<file path="src/rtl/pfdm_pkg.sv">
package pfdm_pkg;
  localparam int LOOPS = 2;

  typedef enum logic [3:0] {
    MON_OFF     = 4'd0,
    MON_LOCK_A  = 4'd1,
    MON_LOCK_B  = 4'd2,
    MON_LOCK_AB = 4'd3,
    MON_REF_A   = 4'd4,
    MON_REF_B   = 4'd5,
    MON_DIV_A   = 4'd6,
    MON_DIV_B   = 4'd7,
    MON_RST_A   = 4'd8,
    MON_RST_B   = 4'd9,
    MON_RST_AB  = 4'd10
  } mon_mode_e;
endpackage

</file>
<file path="src/rtl/pfdm_phase_cmp.sv">
module pfdm_phase_cmp (
  input  logic clk,
  input  logic rst_n,
  input  logic ref_pulse,
  input  logic div_pulse,
  input  logic sense_pos,
  input  logic hold_tristate,
  input  logic pwrdn,
  output logic pump_up,
  output logic pump_dn,
  output logic pump_hiz,
  output logic err_active,
  output logic cmp_done
);
  logic lead_q, lag_q;
  logic lead_nx, lag_nx, both_set, drive_off;

  assign lead_nx  = lead_q | ref_pulse;
  assign lag_nx   = lag_q | div_pulse;
  assign both_set = lead_nx & lag_nx;
  assign cmp_done = both_set & ~pwrdn;

  always_ff @(posedge clk or negedge rst_n) begin
    if (!rst_n) begin
      lead_q <= 1'b0;
      lag_q  <= 1'b0;
    end else if (pwrdn || both_set) begin
      lead_q <= 1'b0;
      lag_q  <= 1'b0;
    end else begin
      lead_q <= lead_nx;
      lag_q  <= lag_nx;
    end
  end

  assign err_active = lead_q | lag_q;
  assign drive_off  = hold_tristate | pwrdn;
  assign pump_hiz   = drive_off;
  assign pump_up    = ~drive_off & (sense_pos ? lead_q : lag_q);
  assign pump_dn    = ~drive_off & (sense_pos ? lag_q : lead_q);

  // flags never both set after an edge
  a_r1_flags_exclusive: assert property (@(posedge clk) disable iff (!rst_n)
    !(lead_q && lag_q));
  // a lone reference pulse sets the lead flag
  a_r1_lead_sets: assert property (@(posedge clk) disable iff (!rst_n)
    (ref_pulse && !div_pulse && !lag_q && !pwrdn) |=> lead_q);
  // power-down clears the comparator
  a_r5_pd_quiet: assert property (@(posedge clk) disable iff (!rst_n)
    pwrdn |=> (!lead_q && !lag_q));
  // no drive while released
  a_r4_hiz_no_drive: assert property (@(posedge clk) disable iff (!rst_n)
    pump_hiz |-> (!pump_up && !pump_dn));
endmodule

</file>
<file path="src/rtl/pfdm_lock_det.sv">
module pfdm_lock_det #(
  parameter int WIN  = 4,
  parameter int NEED = 8
) (
  input  logic clk,
  input  logic rst_n,
  input  logic err_active,
  input  logic cmp_done,
  input  logic pwrdn,
  output logic lock_ind
);
  localparam int CW = $clog2(WIN + 1);
  localparam int GW = $clog2(NEED + 1);

  logic [CW-1:0] err_q;
  logic [GW-1:0] good_q;
  logic [CW:0]   width_now;
  logic          bad_evt, good_evt, locked;

  assign width_now = {1'b0, err_q} + {{CW{1'b0}}, err_active};
  assign bad_evt   = err_active && (err_q == CW'(WIN - 1));
  assign good_evt  = cmp_done && (width_now < (CW+1)'(WIN));
  assign locked    = (good_q == GW'(NEED));
  assign lock_ind  = locked & ~err_active;

  always_ff @(posedge clk or negedge rst_n) begin
    if (!rst_n) begin
      err_q <= '0;
    end else if (pwrdn || cmp_done) begin
      err_q <= '0;
    end else if (err_active && err_q != CW'(WIN)) begin
      err_q <= err_q + 1'b1;
    end
  end

  always_ff @(posedge clk or negedge rst_n) begin
    if (!rst_n) begin
      good_q <= '0;
    end else if (pwrdn || bad_evt) begin
      good_q <= '0;
    end else if (good_evt && !locked) begin
      good_q <= good_q + 1'b1;
    end
  end

  // a wide error drops lock at the next edge
  a_r7_drop_on_wide: assert property (@(posedge clk) disable iff (!rst_n)
    bad_evt |=> !locked);
  // lock only rises on a narrow comparison
  a_r6_rise_on_good: assert property (@(posedge clk) disable iff (!rst_n)
    $rose(locked) |-> $past(good_evt));
  // power-down leaves the loop unlocked
  a_r5_pd_unlocks: assert property (@(posedge clk) disable iff (!rst_n)
    pwrdn |=> !locked);
endmodule

</file>
<file path="src/rtl/pfdm_mon_sel.sv">
module pfdm_mon_sel
  import pfdm_pkg::*;
(
  input  logic [3:0]       mode,
  input  logic [LOOPS-1:0] lock_ind,
  input  logic [LOOPS-1:0] ref_pulse,
  input  logic [LOOPS-1:0] div_pulse,
  output logic             mon_out,
  output logic [LOOPS-1:0] div_hold
);
  mon_mode_e m;
  assign m = mon_mode_e'(mode);

  always_comb begin
    mon_out  = 1'b0;
    div_hold = '0;
    case (m)
      MON_LOCK_A:  mon_out = lock_ind[0];
      MON_LOCK_B:  mon_out = lock_ind[1];
      MON_LOCK_AB: mon_out = lock_ind[0] & lock_ind[1];
      MON_REF_A:   mon_out = ref_pulse[0];
      MON_REF_B:   mon_out = ref_pulse[1];
      MON_DIV_A:   mon_out = div_pulse[0];
      MON_DIV_B:   mon_out = div_pulse[1];
      MON_RST_A:   div_hold = 2'b01;
      MON_RST_B:   div_hold = 2'b10;
      MON_RST_AB:  div_hold = 2'b11;
      default:     mon_out = 1'b0;
    endcase
  end
endmodule

</file>
<file path="src/rtl/pfd_lock_monitor.sv">
module pfd_lock_monitor
  import pfdm_pkg::*;
#(
  parameter int LOCK_WIN  = 4,
  parameter int LOCK_NEED = 8
) (
  input  logic       clk,
  input  logic       rst_n,
  input  logic [1:0] ref_pulse,
  input  logic [1:0] div_pulse,
  input  logic [1:0] sense_pos,
  input  logic [1:0] cur_hi,
  input  logic [1:0] tristate,
  input  logic [1:0] pwrdn,
  input  logic [3:0] mon_mode,
  output logic [1:0] pump_up,
  output logic [1:0] pump_dn,
  output logic [1:0] pump_hiz,
  output logic [1:0] pump_hicur,
  output logic [1:0] lock_ind,
  output logic       mon_out,
  output logic [1:0] div_hold
);
  logic [LOOPS-1:0] err_active, cmp_done;

  for (genvar g = 0; g < LOOPS; g++) begin : g_loop
    pfdm_phase_cmp u_cmp (
      .clk          (clk),
      .rst_n        (rst_n),
      .ref_pulse    (ref_pulse[g]),
      .div_pulse    (div_pulse[g]),
      .sense_pos    (sense_pos[g]),
      .hold_tristate(tristate[g]),
      .pwrdn        (pwrdn[g]),
      .pump_up      (pump_up[g]),
      .pump_dn      (pump_dn[g]),
      .pump_hiz     (pump_hiz[g]),
      .err_active   (err_active[g]),
      .cmp_done     (cmp_done[g])
    );

    pfdm_lock_det #(.WIN(LOCK_WIN), .NEED(LOCK_NEED)) u_lock (
      .clk       (clk),
      .rst_n     (rst_n),
      .err_active(err_active[g]),
      .cmp_done  (cmp_done[g]),
      .pwrdn     (pwrdn[g]),
      .lock_ind  (lock_ind[g])
    );
  end

  assign pump_hicur = cur_hi;

  pfdm_mon_sel u_mon (
    .mode     (mon_mode),
    .lock_ind (lock_ind),
    .ref_pulse(ref_pulse),
    .div_pulse(div_pulse),
    .mon_out  (mon_out),
    .div_hold (div_hold)
  );

  // indicator low while an error pulse is active
  a_r8_dip_on_error: assert property (@(posedge clk) disable iff (!rst_n)
    (pump_up[0] || pump_dn[0]) |-> !lock_ind[0]);
  // combined lock needs both loops
  a_r9_both_needs_two: assert property (@(posedge clk) disable iff (!rst_n)
    (mon_mode == 4'd3 && mon_out) |-> (lock_ind[0] && lock_ind[1]));
  // hold modes keep the pin low
  a_r11_hold_pin_low: assert property (@(posedge clk) disable iff (!rst_n)
    (div_hold != 2'b00) |-> !mon_out);
endmodule

</file>
<file path="config.mk">
export PLATFORM = sky130hd
export DESIGN_NAME = pfd_lock_monitor
export DESIGN_NICKNAME = d
export VERILOG_FILES = /design/src/rtl/pfdm_pkg.sv /design/src/rtl/pfdm_phase_cmp.sv /design/src/rtl/pfdm_lock_det.sv /design/src/rtl/pfdm_mon_sel.sv /design/src/rtl/pfd_lock_monitor.sv
export SDC_FILE = /design/constraint.sdc
export NUM_CORES = 1
export LEC_CHECK = 0
export ABC_AREA = 1
export BUFFER_PORTS_ARGS = -buffer_cell sky130_fd_sc_hd__buf_2
export CAP_MARGIN = 20
export CORE_ASPECT_RATIO = 0.6
export CORE_MARGIN = 4
export CORE_UTILIZATION = 40
export DETAILED_ROUTE_END_ITERATION = 6
export GPL_TIMING_DRIVEN = 0
export PLACE_DENSITY_LB_ADDON = 0.12
export SYNTH_ARGS = -nofsm -noshare
export SYNTH_HDL_FRONTEND = slang
export SYNTH_SLANG_ARGS = --single-unit
</file>
<file path="constraint.sdc">
create_clock -name clk -period 2.8 [get_ports clk]
set_input_delay 0.56 -clock clk [delete_from_list [all_inputs] [get_ports clk]]
set_output_delay 0.56 -clock clk [all_outputs]
set_load 0.005 [all_outputs]
</file>
==> flow_summary.ini <==
[status]
status = complete, no violations

[global_route]
grt_usage_pct = 14.2
grt_pass1_vias = 1140
grt_max_degree = 19
grt_overflow_total = 0
grt_first_pass_wirelength_mm = 5.13
antenna_found_initial = 0

[timing]
setup_viol = 0
worst-slew-pin-transition_ns = 0.427
hold_slack_ns = 0.227
finalHoldViolCount = 0
tns_ns = 0
grt_setup_unrepaired = no
max_freq_mhz = 460
skew_ns = 0.00498
drv_slew = 0
fin_crit_ns = 2.18
fin_ws_ns = 0.624
fin_crit_sh_pct = 77.7
slew_headroom_pct = 71.5

[logic_synthesis]
synth_top_area_cell = dfrtp_1
synth_enable_flop_cells = 0
ys.flop_type = dfrtp_1
ys_top_cells_by_count = 36 x nand2_1, 29 x inv_1, 25 x nand3_1, 18 x dfrtp_1, 18 x nor2_1
synth_seq_area_share_pct = 32.2
syn_area_sq_mm = 0.00140
syn-num-nets = 221
netlist_instances = 193
yosys_warnings = 0
syn_area_per_cell_sq_um = 7.25
synth_most_common_cell = nand2_1
synth_top_area_share_pct = 32.2
synthTopCellsByArea = dfrtp_1 32%, nand2_1 9.7%, ha_1 8.9%
synth.distinct_cells = 22
ys_seq_elements = 18
async_flop_share_pct = 100

[drt]
wl_met3_microns = 284
firstDrtPassIters = 4
drt_wl_total_mm = 2.98
drcViolationCount = 0
wl_met2_mm = 1.14
via_count = 1273
met1Wirelength_mm = 1.54
drtIter0Drc = 53
vias_per_cell = 4.71
wl_per_cell_microns = 11.0
highest_layer = met4
antenna_left = 0

[worst_setup_path]
crit_top_cell = nand2_1
worst-path-buf-inv = 2
path_max_fanout = 5
critPathCaptureType = primary output
cp-start-kind = flop
ff2ff_setup_slack_ns = 1.39
crit_cells = 9
critPathArrivalTime_ns = 1.62
crit_type = flop to primary output
path_cells = inv_1 > ha_1 > nand2_1 > nor2_1 > nand2_1 > a21oi_1 > nand2_1 > nand2_1 > buf_2
reg2regPathDepth = 8
slowest_stage = dfrtp_1
slowest_delay_ns = 0.42
crit_family = simple AND/OR/NAND/NOR gates
crit_required_ns = 2.24

[clocking]
cts_hold_buffers = 0
h-tree-depth = 1
clock_latency_ns = 0.26
postCtsSetupRepairBufs = 0
cts_resized = 0
clkTransAtPathRegs_ns = 0.07
cts_tree = built
clockBufferDepth = 2
clock_sinks = 18
root_buffer = clkbuf_8
cts_buffers = 3

[floorplan]
die_width_microns = 84.4
die-height_microns = 53.8
io-pin-count = 31
num_rows = 16
core_sq_mm = 0.00330
die_area_sq_mm = 0.00454
initial_core_util_pct = 42.4

[power_and_ir_drop]
comb_power_share_pct = 22.5
peakVddDrop_mv = 0.244
power_density_mw_per_mm2 = 397
clkPwrFrac_pct = 33.1
p_leak_nw = 0.953
power_frac_seq_pct = 44.4
switching_share_pct = 30.4
p_int_uw = 457
switchingPower_uw = 199

[layout]
nFillCells = 318
syn_to_final_growth_pct = 18.0
finish.utilization_pct = 50.0
antenna_cells = 0
drive_above_1_share_pct = 27.1
fin_nets = 254

[place]
pre_cts_ws_ns = 0.820
hpwl_mm = 2.42
port-buffer-count = 28
gp_congestion = 0.740

[run]
maxCapViolations = 0

[min_path]
hold_class = primary input to async pin
routing by layer:
metal	track usage (%)	up-vias
met5	0	-
met4	1.58	0
met3	4.74	2
met2	22.0	48
met1	20.1	556
li1	-	667
area by class of cell:
| cell class | count | area (sq um) | share of cell area [%] |
|---|---|---|---|
| multi-input cells | 131 | 747 | 45.2 |
| flip-flops and latches | 18 | 450 | 27.3 |
| repair buffers | 28 | 140 | 8.48 |
| inverters | 34 | 128 | 7.73 |
| plain buffers | 10 | 75.1 | 4.55 |
| well taps | 45 | 56.3 | 3.41 |
| clock buffers | 4 | 55.1 | 3.33 |
kinds of logic (layout without fill, tap and decap cells):
| kind of cell | count (synthesis) | in the layout | share of synthesized area, % |
|---|---|---|---|
| adders and majority gates | 10 | 10 | 8.94 |
| DFF | 18 | 18 | 32.2 |
| xor gates and xnor gates | 2 | 2 | 1.25 |
| AOI/OAI and AO/OA | 22 | 22 | 9.65 |
| buffers and inverters | 44 | 76 | 14.5 |
| and+or+nand+nor | 97 | 97 | 33.5 |
per-stage QoR:
stage	cells	power (mW)	instance area (sq um)
global route	270	0.701	1650
CTS	270	0.665	1650
finish	270	0.656	1650
floorplan	193	0.393	1400
global placement	266	0.438	1600
detailed placement	266	0.445	1600
sequential cells by signal, summed over array words and instances (netlist names):
| register | flops |
|---|---|
| g_loop.u_lock.err_q | 6 |
| g_loop.u_cmp.lead_q | 2 |
| g_loop.u_cmp.lag_q | 2 |
| g_loop.u_lock.good_q | 8 |
power groups by stage:
stage               Clock [mW]  Combinational [mW]  Sequential (mW)
global placement             0               0.142            0.295
CTS                      0.224               0.150            0.291
finish                   0.217               0.148            0.292
detailed placement           0               0.149            0.296
floorplan                    0              0.0997            0.293
global route             0.235               0.171            0.295
worst register-to-register path: cells and delay by family, from the launching register on:
kind / cells / cell delay [ns]
AND/OR/NAND/NOR: 6 / 0.59
flip-flops: 1 / 0.41
adder cells (fa/ha/maj): 1 / 0.20
buffers and inverters: 1 / 0.09
final timing paths:
| check | startpoint | end |
|---|---|---|
| max | g_loop[1].u_lock.good_q[0] | mon_out |
| min | rst_n | g_loop[1].u_lock.err_q[2] |
| max reg2reg | g_loop[1].u_lock.good_q[0] | g_loop[1].u_lock.good_q[1] |
| min reg2reg | g_loop[0].u_lock.good_q[3] | g_loop[0].u_lock.good_q[3] |
| max in group asynchronous | rst_n | g_loop[1].u_lock.good_q[3] |
| min in group clk | div_pulse[0] | g_loop[0].u_cmp.lag_q |
cell usage in the layout, fill, tap and decap left out, types with 2 or more instances in the layout:
cell type and count:
nand2_1 36, inv_1 29, buf_2 28, nand3_1 25, nor2_1 18, dfrtp_1 18
ha_1 10, buf_4 10, a21oi_1 6, nor2_4 6, inv_2 5, o21ai_0 5
o21ai_1 5, nand2_2 4, a211oi_1 4, clkbuf_8 4, nand4_1 3, or2_1 2
xor2_1 2
Power figures use the tool's default switching activity.
